<file path="src/rtl/therm_ring_pkg.sv">
package therm_ring_pkg;
    localparam int ID_W    = 3;
    localparam int DATA_W  = 8;
    localparam int HDR_W   = 2;
    localparam int FRAME_W = 1 + HDR_W + ID_W + DATA_W;

    typedef enum logic [2:0] {
        ST_IDLE,
        ST_SENSE_TX,
        ST_SENSE_WAIT,
        ST_READ_TX,
        ST_READ_WAIT,
        ST_COMMIT
    } ring_state_e;
endpackage

</file>
<file path="src/rtl/ring_tx.sv">
module ring_tx
    import therm_ring_pkg::*;
(
    input  logic               clk,
    input  logic               rst_n,
    input  logic               start,
    input  logic [FRAME_W-1:0] frame,
    output logic               busy,
    output logic               line
);
    localparam int CNT_W = $clog2(FRAME_W + 2);

    logic [FRAME_W:0] shreg;
    logic [CNT_W-1:0] cnt;

    assign busy = (cnt != '0);

    always_ff @(posedge clk or negedge rst_n) begin
        if (!rst_n) begin
            shreg <= '0;
            cnt   <= '0;
            line  <= 1'b0;
        end else if (start) begin
            shreg <= {1'b1, frame};
            cnt   <= CNT_W'(FRAME_W + 1);
            line  <= 1'b0;
        end else if (busy) begin
            line  <= shreg[FRAME_W];
            shreg <= shreg << 1;
            cnt   <= cnt - 1'b1;
        end else begin
            line  <= 1'b0;
        end
    end
endmodule

</file>
<file path="src/rtl/ring_rx.sv">
module ring_rx
    import therm_ring_pkg::*;
(
    input  logic               clk,
    input  logic               rst_n,
    input  logic               line,
    output logic               busy,
    output logic               valid,
    output logic [FRAME_W-1:0] frame
);
    localparam int CNT_W = $clog2(FRAME_W + 2);

    logic [FRAME_W-1:0] shreg;
    logic [CNT_W-1:0]   cnt;

    assign busy = (cnt != '0);

    always_ff @(posedge clk or negedge rst_n) begin
        if (!rst_n) begin
            shreg <= '0;
            cnt   <= '0;
            valid <= 1'b0;
            frame <= '0;
        end else begin
            valid <= 1'b0;
            if (!busy) begin
                if (line) cnt <= CNT_W'(FRAME_W);
            end else begin
                shreg <= {shreg[FRAME_W-2:0], line};
                cnt   <= cnt - 1'b1;
                if (cnt == CNT_W'(1)) begin
                    valid <= 1'b1;
                    frame <= {shreg[FRAME_W-2:0], line};
                end
            end
        end
    end
endmodule

</file>
<file path="src/rtl/temp_comp.sv">
module temp_comp #(
    parameter int W = 8
) (
    input  logic [W-1:0] raw,
    input  logic [W-1:0] ofs,
    output logic [W-1:0] corr
);
    logic signed [W+1:0] sum;

    always_comb begin
        sum = $signed({2'b00, raw}) + $signed({{2{ofs[W-1]}}, ofs});
        if (sum < 0)
            corr = '0;
        else if (sum > $signed((W+2)'((1 << W) - 1)))
            corr = '1;
        else
            corr = sum[W-1:0];
    end
endmodule

</file>
<file path="src/rtl/cool_hyst.sv">
module cool_hyst #(
    parameter int W    = 8,
    parameter int BAND = 2
) (
    input  logic [W-1:0] val,
    input  logic [W-1:0] thr,
    input  logic         cur_en,
    output logic         nxt_en
);
    logic above, below;

    assign above  = val > thr;
    assign below  = ({1'b0, val} + (W+1)'(BAND)) < {1'b0, thr};
    assign nxt_en = above | (cur_en & ~below);
endmodule

</file>
<file path="src/rtl/therm_ring_ctrl.sv">
module therm_ring_ctrl
    import therm_ring_pkg::*;
#(
    parameter int                  N       = 4,
    parameter logic [N*ID_W-1:0]   ID_MAP  = {3'd7, 3'd3, 3'd2, 3'd0},
    parameter int                  TMO     = 64,
    parameter int                  BAND    = 2,
    parameter int                  IVAL_W  = 16,
    localparam int                 SEL_W   = (N > 1) ? $clog2(N) : 1
) (
    input  logic              clk,
    input  logic              rst_n,
    input  logic              line_i,
    output logic              line_o,
    input  logic [DATA_W-1:0] ofs_i,
    input  logic [DATA_W-1:0] thr_i,
    input  logic [IVAL_W-1:0] ival_i,
    input  logic [SEL_W-1:0]  rd_sel_i,
    output logic [DATA_W-1:0] rd_temp_o,
    output logic [N-1:0]      cool_en_o,
    output logic              err_o,
    output logic              done_o
);
    localparam int TMO_W = $clog2(TMO + 1);
    localparam int RC_W  = $clog2(N + 1);

    ring_state_e state, state_nx;

    logic               tx_start, tx_busy, rx_busy, rx_valid;
    logic [FRAME_W-1:0] tx_frame, rx_frame;
    logic [DATA_W-1:0]  stage [N];
    logic [DATA_W-1:0]  table_q [N];
    logic [N-1:0]       cool_nx;
    logic [DATA_W-1:0]  corr;
    logic [TMO_W-1:0]   tmo;
    logic [RC_W-1:0]    rcnt;
    logic [IVAL_W-1:0]  icnt;
    logic               hit, timeout, waiting, zero_frame;
    logic [SEL_W-1:0]   slot;

    assign tx_start = (state == ST_SENSE_TX) || (state == ST_READ_TX);
    assign tx_frame = {(state == ST_SENSE_TX), {(FRAME_W-1){1'b0}}};

    ring_tx u_tx (.clk, .rst_n, .start(tx_start), .frame(tx_frame),
                  .busy(tx_busy), .line(line_o));
    ring_rx u_rx (.clk, .rst_n, .line(line_i), .busy(rx_busy),
                  .valid(rx_valid), .frame(rx_frame));
    temp_comp #(.W(DATA_W)) u_comp (.raw(rx_frame[DATA_W-1:0]), .ofs(ofs_i), .corr);

    for (genvar g = 0; g < N; g++) begin : g_hyst
        cool_hyst #(.W(DATA_W), .BAND(BAND)) u_hyst (
            .val(stage[g]), .thr(thr_i), .cur_en(cool_en_o[g]), .nxt_en(cool_nx[g]));
    end

    always_comb begin
        hit  = 1'b0;
        slot = '0;
        for (int i = 0; i < N; i++) begin
            if (ID_MAP[i*ID_W +: ID_W] == rx_frame[DATA_W +: ID_W]) begin
                hit  = 1'b1;
                slot = SEL_W'(i);
            end
        end
    end

    assign zero_frame = (rx_frame == '0);
    assign waiting    = (state == ST_SENSE_WAIT) || (state == ST_READ_WAIT);
    assign timeout    = waiting && !rx_valid && (tmo == TMO_W'(TMO - 1));
    assign rd_temp_o  = table_q[rd_sel_i];

    always_ff @(posedge clk or negedge rst_n) begin
        if (!rst_n) state <= ST_IDLE;
        else        state <= state_nx;
    end

    always_comb begin
        state_nx = state;
        unique case (state)
            ST_IDLE:       if (icnt == '0) state_nx = ST_SENSE_TX;
            ST_SENSE_TX:   state_nx = ST_SENSE_WAIT;
            ST_SENSE_WAIT: begin
                if (rx_valid)     state_nx = hit ? ST_READ_TX : ST_IDLE;
                else if (timeout) state_nx = ST_IDLE;
            end
            ST_READ_TX:    state_nx = ST_READ_WAIT;
            ST_READ_WAIT: begin
                if (rx_valid) begin
                    if (zero_frame)                          state_nx = ST_COMMIT;
                    else if (hit && rcnt < RC_W'(N))         state_nx = ST_READ_TX;
                    else                                     state_nx = ST_IDLE;
                end else if (timeout) state_nx = ST_IDLE;
            end
            ST_COMMIT:     state_nx = ST_IDLE;
            default:       state_nx = ST_IDLE;
        endcase
    end

    always_ff @(posedge clk or negedge rst_n) begin
        if (!rst_n) begin
            for (int i = 0; i < N; i++) begin
                stage[i]   <= '0;
                table_q[i] <= '0;
            end
            cool_en_o <= '0;
            err_o     <= 1'b0;
            done_o    <= 1'b0;
            tmo       <= '0;
            rcnt      <= '0;
            icnt      <= '0;
        end else begin
            done_o <= 1'b0;
            if (tx_start || rx_busy || rx_valid) tmo <= '0;
            else if (waiting && !tx_busy)        tmo <= tmo + 1'b1;
            if (state == ST_IDLE && icnt != '0) icnt <= icnt - 1'b1;
            if (state_nx == ST_IDLE && state != ST_IDLE) icnt <= ival_i;
            if (state == ST_SENSE_TX) rcnt <= '0;
            if (waiting && (timeout || (state_nx == ST_IDLE))) err_o <= 1'b1;
            if (waiting && rx_valid && hit && !zero_frame && state_nx == ST_READ_TX) begin
                stage[slot] <= corr;
                if (state == ST_READ_WAIT) rcnt <= rcnt + 1'b1;
            end
            if (state == ST_COMMIT) begin
                for (int i = 0; i < N; i++) table_q[i] <= stage[i];
                cool_en_o <= cool_nx;
                done_o    <= 1'b1;
                err_o     <= 1'b0;
            end
        end
    end
endmodule

</file>
<file path="config.mk">
export PLATFORM = sky130hd
export DESIGN_NAME = therm_ring_ctrl
export DESIGN_NICKNAME = d
export VERILOG_FILES = /design/src/rtl/therm_ring_pkg.sv /design/src/rtl/ring_tx.sv /design/src/rtl/ring_rx.sv /design/src/rtl/temp_comp.sv /design/src/rtl/cool_hyst.sv /design/src/rtl/therm_ring_ctrl.sv
export SDC_FILE = /design/constraint.sdc
export NUM_CORES = 1
export LEC_CHECK = 0
export CAP_MARGIN = 20
export CORE_ASPECT_RATIO = 0.9
export CORE_MARGIN = 2
export CORE_UTILIZATION = 55
export DETAILED_ROUTE_END_ITERATION = 6
export GPL_ROUTABILITY_DRIVEN = 0
export PLACE_DENSITY = 0.77
export SYNTH_ARGS = -nofsm -noshare
export SYNTH_HDL_FRONTEND = slang
export SYNTH_HIERARCHICAL = 1
export SYNTH_SLANG_ARGS = --single-unit
</file>
<file path="constraint.sdc">
create_clock -name clk -period 2.2 [get_ports clk]
set_input_delay 0.44 -clock clk [delete_from_list [all_inputs] [get_ports clk]]
set_output_delay 0.44 -clock clk [all_outputs]
set_load 0.1 [all_outputs]
</file>
==> flow_summary.ini, run 1 <==
[yosys]
synthMuxAreaShare = 0.1225
yosys.area_share.simple = 0.1649
synth_xor_area_frac = 0.03313
synth-seq-cells = 151
yosysWarnings = 6
synthAdderAreaFrac = 0.1104
synth_top_area_cell = dfrtp_1
synth-seq-area-share = 0.4084
synth_edf_count = 0
syn_area_um2 = 9251
async_reset_ff_frac = 1.000
syn_area_per_cell_um2 = 10.20
ys_types = 72
synth_top_family_by_area = simple AND/OR/NAND/NOR gates
ys.flop_type = dfrtp_1
yosys.area.top_type_share = 0.4084
yosys-top-cells-area = dfrtp_1, ha_1, mux2_2
syn_inst = 907
synth_compound_area_frac = 0.1198

[finish]
final_common_cell = dfrtp_1
design_area_um2 = 12280
synthToLayoutAreaGrowth_pct = 32.74
layout_common_cells = dfrtp_1, buf_4, nand2_1
final_cells = 1312
diodes = 0
fillers = 1067
nets = 1211
drive_gt1_frac = 0.3312

[global_routing]
met2_usage = 0.4502
grt-ovfl-total = 0
grt_max_degree = 43
grt_pass1_vias = 7674
grtUsageMet3 = 0.05697
grt_use_total = 0.2788
top_usage_layer = met2
antenna_found_initial = 0
grt_use_met1 = 0.3844
grt_first_pass_wirelength_um = 39250

[sta]
worstMarginPinSlew_ns = 0.5486
maxSlewViolCount = 0
fmax_ghz = 0.4196
layout_worst_path_cycle_share = 1.083
period_minus_slack_ns = 2.383
hold_viol_final = 0
whs_ns = 0.4860
rsz0062_at_grt = true
fin_worst_skew_ns = 0.009500
relSlewSlack = 0.6343
fin_ws_ns = -0.1833
setup_viol = 36

[drt]
drt_iter0_drc = 659
wl_um = 25530
ant_nets = 0
drc = 0
wire_per_inst_um = 19.46
vias = 7779
drtPass1Iterations = 5
vias_per_cell = 5.929

[worst_setup_path]
arrival_ns = 2.69
cp_slowest_cell = or4b_4
critPathLaunchType = register
cpPeakStageDelay_ns = 0.53
path_class = reg2reg
required_ns = 2.50
crit_chain = nor2b_1 -> nor3_2 -> or4b_4 -> nand2_4 -> nor4b_4 -> buf_4 -> mux2_4
end_kind = register
critPathMaxFanout = 5

[cts]
clockBufferDepth = 2
cts-buffers-inserted = 17
cts_root_buffer = clkbuf_16
clk_pin_slew_worst_paths_ns = 0.06
clk_latency_ns = 0.43
htree_levels = 4
clock-sinks = 151
cts_tree = built

[die]
fp.dieArea_um2 = 17880
die_x_um = 140.7
core-area_um2 = 16300
die_y_um = 127.0
rows = 44
pin_count = 52
start_util = 0.5677

[placed_design]
io_buffers = 51
numPlacedInstances = 1271
place_area_um2 = 11180
hpwl_um = 16980

[power_and_ir_drop]
powerDensity_nw_per_um2 = 854.6
ir_drop_v = 0.0007318
p_leak_nw = 5.915

[run_status]
status = complete, but fails checks
failed_checks = negative setup slack

[worst_hold_path]
hold_class = reg2reg

[run]
cap_viol_max_count = 0
-- metrics by stage --
step / total power, W / worst slack (ns) / util / TNS (ns)
5_1_grt: 0.01109 / -0.2912 / 0.7536 / -7.832
2_1_floorplan: 0.005748 / -0.1647 / - / -2.745
4_1_cts: 0.01021 / -0.1487 / 0.7331 / -3.596
3_3_place_gp: 0.006816 / -0.7157 / 0.6859 / -23.15
6_report: 0.01049 / -0.1833 / 0.7536 / -5.041
3_5_place_dp: 0.006975 / -0.7892 / 0.6859 / -25.70
-- worst max-delay path: cells and delay by family, from the launching register on --
family / cells / cell delay, ns
buffers and inverters: 1 / 0.21
DFF: 1 / 0.42
muxes: 1 / 0.31
and+or+nand+nor: 5 / 1.33
-- kinds of logic (layout without fill, tap and decap cells) --
family	after synthesis	in the layout
DFF	151	151
buffers and inverters	86	272
adders and majority gates	81	81
xor gates and xnor gates	35	35
and+or+nand+nor	288	288
other	1	13
muxes	93	93
AOI/OAI and AO/OA	172	172
-- report_power, final --
group          internal (W)  total [W]  leakage, nW  switching (W)
clock               0.00181    0.00298        0.281        0.00118
combinational       0.00176    0.00373         3.62        0.00197
sequential          0.00326    0.00378         2.01       0.000515
-- Yosys cell counts (all sizes together), types with 5 or more instances --
library cell	count
dfrtp	151
nand2	87
mux2	82
ha	80
a21oi	67
nor2	67
inv	58
o21ai	31
nand3	27
nor2b	20
nor3	18
xor2	18
xnor2	17
nand4	16
buf	15
clkbuf	13
a31oi	12
a21o	9
and3	8
mux4	8
o211ai	8
o22a	8
nand2b	7
nor3b	6
nor4	6
o21bai	6
nand3b	5
o31ai	5
-- path summary, 6_finish.rpt --
| check | startpoint | endpoint | slack [ns] | depth (start not counted) |
|---|---|---|---|---|
| min in group asynchronous | rst_n | icnt[10] | 0.51 | 2 |
| worst max-delay path | u_rx/frame[8] | stage[16] | -0.18 | 7 |
| worst min register to register | u_rx/shreg[12] | u_rx/shreg[12] | 0.49 | 2 |
| max in group asynchronous | rst_n | table_q[3] | 1.06 | 3 |
| worst max register to register | u_rx/frame[8] | stage[16] | -0.18 | 7 |
| worst min-delay path | u_rx/shreg[12] | u_rx/shreg[12] | 0.49 | 2 |
-- repair_timing --
action / CTS / global route
endpoints found under the setup margin: 45 / 49
gates cloned: 0 / 2
hold buffers: 1 / 0
endpoints found under the hold margin: 38 / 0
pin swaps: 13 / 36
buffers inserted: 3 / 5
gates resized for setup: 37 / 53
-- flip-flops by register name (all words and copies together) (netlist names) --
register	cells
tmo	7
state	3
err_o	1
cool_en_o	4
stage	32
icnt	16
table_q	32
u_rx/valid	1
rcnt	3
u_tx/shreg	15
done_o	1
u_rx/frame	14
u_tx/cnt	4
u_rx/cnt	4
u_rx/shreg	13
u_tx/line	1
-- area by class of cell --
type	count	area [µm²]	share of cell area
Multi-Input combinational cell	682	5712	0.4651
Sequential cell	151	3782	0.3080
Clock inverter	12	152.6	0.01243
Tap cell	207	259.0	0.02109
Timing Repair Buffer	183	1714	0.1396
Clock buffer	19	442.9	0.03607
Inverter	58	217.7	0.01773
-- per-layer routing --
layer,vias up,wire [µm]
li1,3600,-
met1,3858,11420
met2,263,11960
met3,58,1493
met4,0,652
met5,-,0
(Power assumes the default switching activity.)
==> run 2: changes to the inputs <==
--- a/config.mk
+++ b/config.mk
@@ -5,9 +5,9 @@
 export SDC_FILE = /design/constraint.sdc
 export NUM_CORES = 1
 export LEC_CHECK = 0
-export CAP_MARGIN = 20
+export CAP_MARGIN = 0
 export CORE_ASPECT_RATIO = 0.9
-export CORE_MARGIN = 2
+export CORE_MARGIN = 3
 export CORE_UTILIZATION = 55
 export DETAILED_ROUTE_END_ITERATION = 6
 export GPL_ROUTABILITY_DRIVEN = 0
==> run 2 against run 1 <==
The run still ends with negative setup slack left. Core utilization is 0.78 points higher. Clock-buffer cell count up 2. First-iteration DRC count shrank 20%. Sequential power barely moved. Via count rose by 0.42%. Largest cell class unchanged. Clock power increased by 2%. Sequential share of layout area fell by 0.31 points. Combinational power up 3%. Register-to-register slack about the same. Final cell count up 0.76%. Highest routed layer unchanged. Total power increased by 1.8%. Non-clock buffer count grew 9.
==> flow_summary.ini, run 2 (synthesis gave the netlist of run 1 again) <==
[run_status]
status = complete, but fails checks
failed_checks = negative setup slack

[cts]
clk_pin_slew_worst_paths_ns = 0.06
clk_latency_ns = 0.42
htree_levels = 4
clock-sinks = 151
clockBufferDepth = 2
cts_tree = built
cts_root_buffer = clkbuf_16
cts-buffers-inserted = 17

[worst_setup_path]
path_class = reg2reg
arrival_ns = 2.69
end_kind = register
ff2ff_path_depth = 11
critPathLaunchType = register
critPathMaxFanout = 4
required_ns = 2.50

[finish]
final-seq-area_um2 = 3782
layout_common_cells = dfrtp_1, buf_4, nand2_1
final_util = 0.7614
final_common_cell = dfrtp_1
drive_gt1_frac = 0.3345
synthToLayoutAreaGrowth_pct = 34.11
fillers = 991
multiInputGateArea_um2 = 5731
largest_registers = stage x32, table_q x32, icnt x16
design_area_um2 = 12410
diodes = 0
nets = 1220

[sta]
period_minus_slack_ns = 2.388
worstMarginPinSlew_ns = 0.5421
rsz0062_at_grt = true
final.setup.tns_ns = -4.307
maxSlewViolCount = 0
fmax_ghz = 0.4188
setup_viol = 34
relSlewSlack = 0.6386
whs_ns = 0.4873
hold_viol_final = 0
fin_ws_ns = -0.1878
layout_worst_path_cycle_share = 1.085
fin_worst_skew_ns = 0.009181

[power_and_ir_drop]
p_sw_frac = 0.3440
pwr-share-clk = 0.284
powerDensity_nw_per_um2 = 860.9
p_leak_nw = 5.997
intPower_w = 0.007008
ir_drop_v = 0.0007776
p_seq_frac = 0.354
switchingPower_w = 0.003674
comb_power_share = 0.361

[die]
fp.dieArea_um2 = 18420
die_x_um = 142.7
rows = 44
start_util = 0.5677
core-area_um2 = 16300
pin_count = 52
die_y_um = 129.0

[drt]
drtPass1Iterations = 5
drt_iter0_drc = 524
ant_nets = 0
m1WireLength_um = 11320
wire_per_inst_um = 19.32
wl_um = 25540
vias = 7812
dr_wl_met2_um = 12160
highest_layer = met4
drc = 0
wl_met3_um = 1523
vias_per_cell = 5.909

[placed_design]
pre_cts_ws_ns = -0.7806
place_area_um2 = 11210
io_buffers = 51
hpwl_um = 16750

[worst_hold_path]
hold_class = reg2reg
holdPathStages = 2

[global_routing]
antenna_found_initial = 0
grt-ovfl-total = 0
grt_first_pass_wirelength_um = 37510
grt_pass1_vias = 7451
grt_max_degree = 52
grt_use_total = 0.2576

[run]
cap_viol_max_count = 0
[run 2: what timing repair did]
item	4_1_cts	5_1_grt
pin swaps	10	32
hold buffers	1	0
buffers inserted	2	11
hold endpoints to repair	36	0
setup endpoints to repair	52	51
gates cloned	0	2
gates resized for setup	28	64
[run 2: metal layers]
metal,global-route usage,up-vias
li1,-,3632
met1,0.3566,3868
met2,0.4080,264
met3,0.07196,48
met4,0.06037,0
met5,0,-
[run 2: worst paths after layout]
kind	startpoint	slack [ns]	to
min reg2reg	u_rx/shreg[3]	0.49	u_rx/shreg[3]
min in group asynchronous	rst_n	0.54	icnt[9]
max	u_rx/frame[0]	-0.19	stage[14]
max reg2reg	u_rx/frame[0]	-0.19	stage[14]
min	u_rx/shreg[3]	0.49	u_rx/shreg[3]
max in group asynchronous	rst_n	0.99	table_q[0]
[run 2: metrics by stage]
stage	total power, W	std cells
2_1_floorplan	0.005748	919
3_3_place_gp	0.006812	1274
3_5_place_dp	0.006957	1274
4_1_cts	0.01017	1309
5_1_grt	0.01122	1322
6_report	0.01068	1322
[run 2: worst max-delay path, stage by stage, from the launching register on]
cell     delay (ns)
dfrtp_2        0.41
ha_4           0.15
inv_2          0.03
fa_2           0.36
nor2b_4        0.15
o21ai_2        0.09
a31oi_2        0.23
or2_4          0.22
xnor2_4        0.14
buf_12         0.15
a21oi_4        0.08
mux2_4         0.28
[run 2: power groups by stage]
stage | clock, W | combinational (W) | sequential (W)
floorplan | 0 | 0.00203 | 0.00372
global placement | 0 | 0.00305 | 0.00376
detailed placement | 0 | 0.00318 | 0.00378
CTS | 0.00307 | 0.00336 | 0.00373
global route | 0.00319 | 0.00418 | 0.00384
finish | 0.00304 | 0.00386 | 0.00378
[run 2: final cells by class]
cell class	count	area share
Timing Repair Buffer	192	0.1451
Inverter	58	0.01755
Tap cell	207	0.02088
Clock inverter	11	0.01180
Sequential cell	151	0.3049
Multi-Input combinational cell	682	0.4619
Clock buffer	21	0.03792
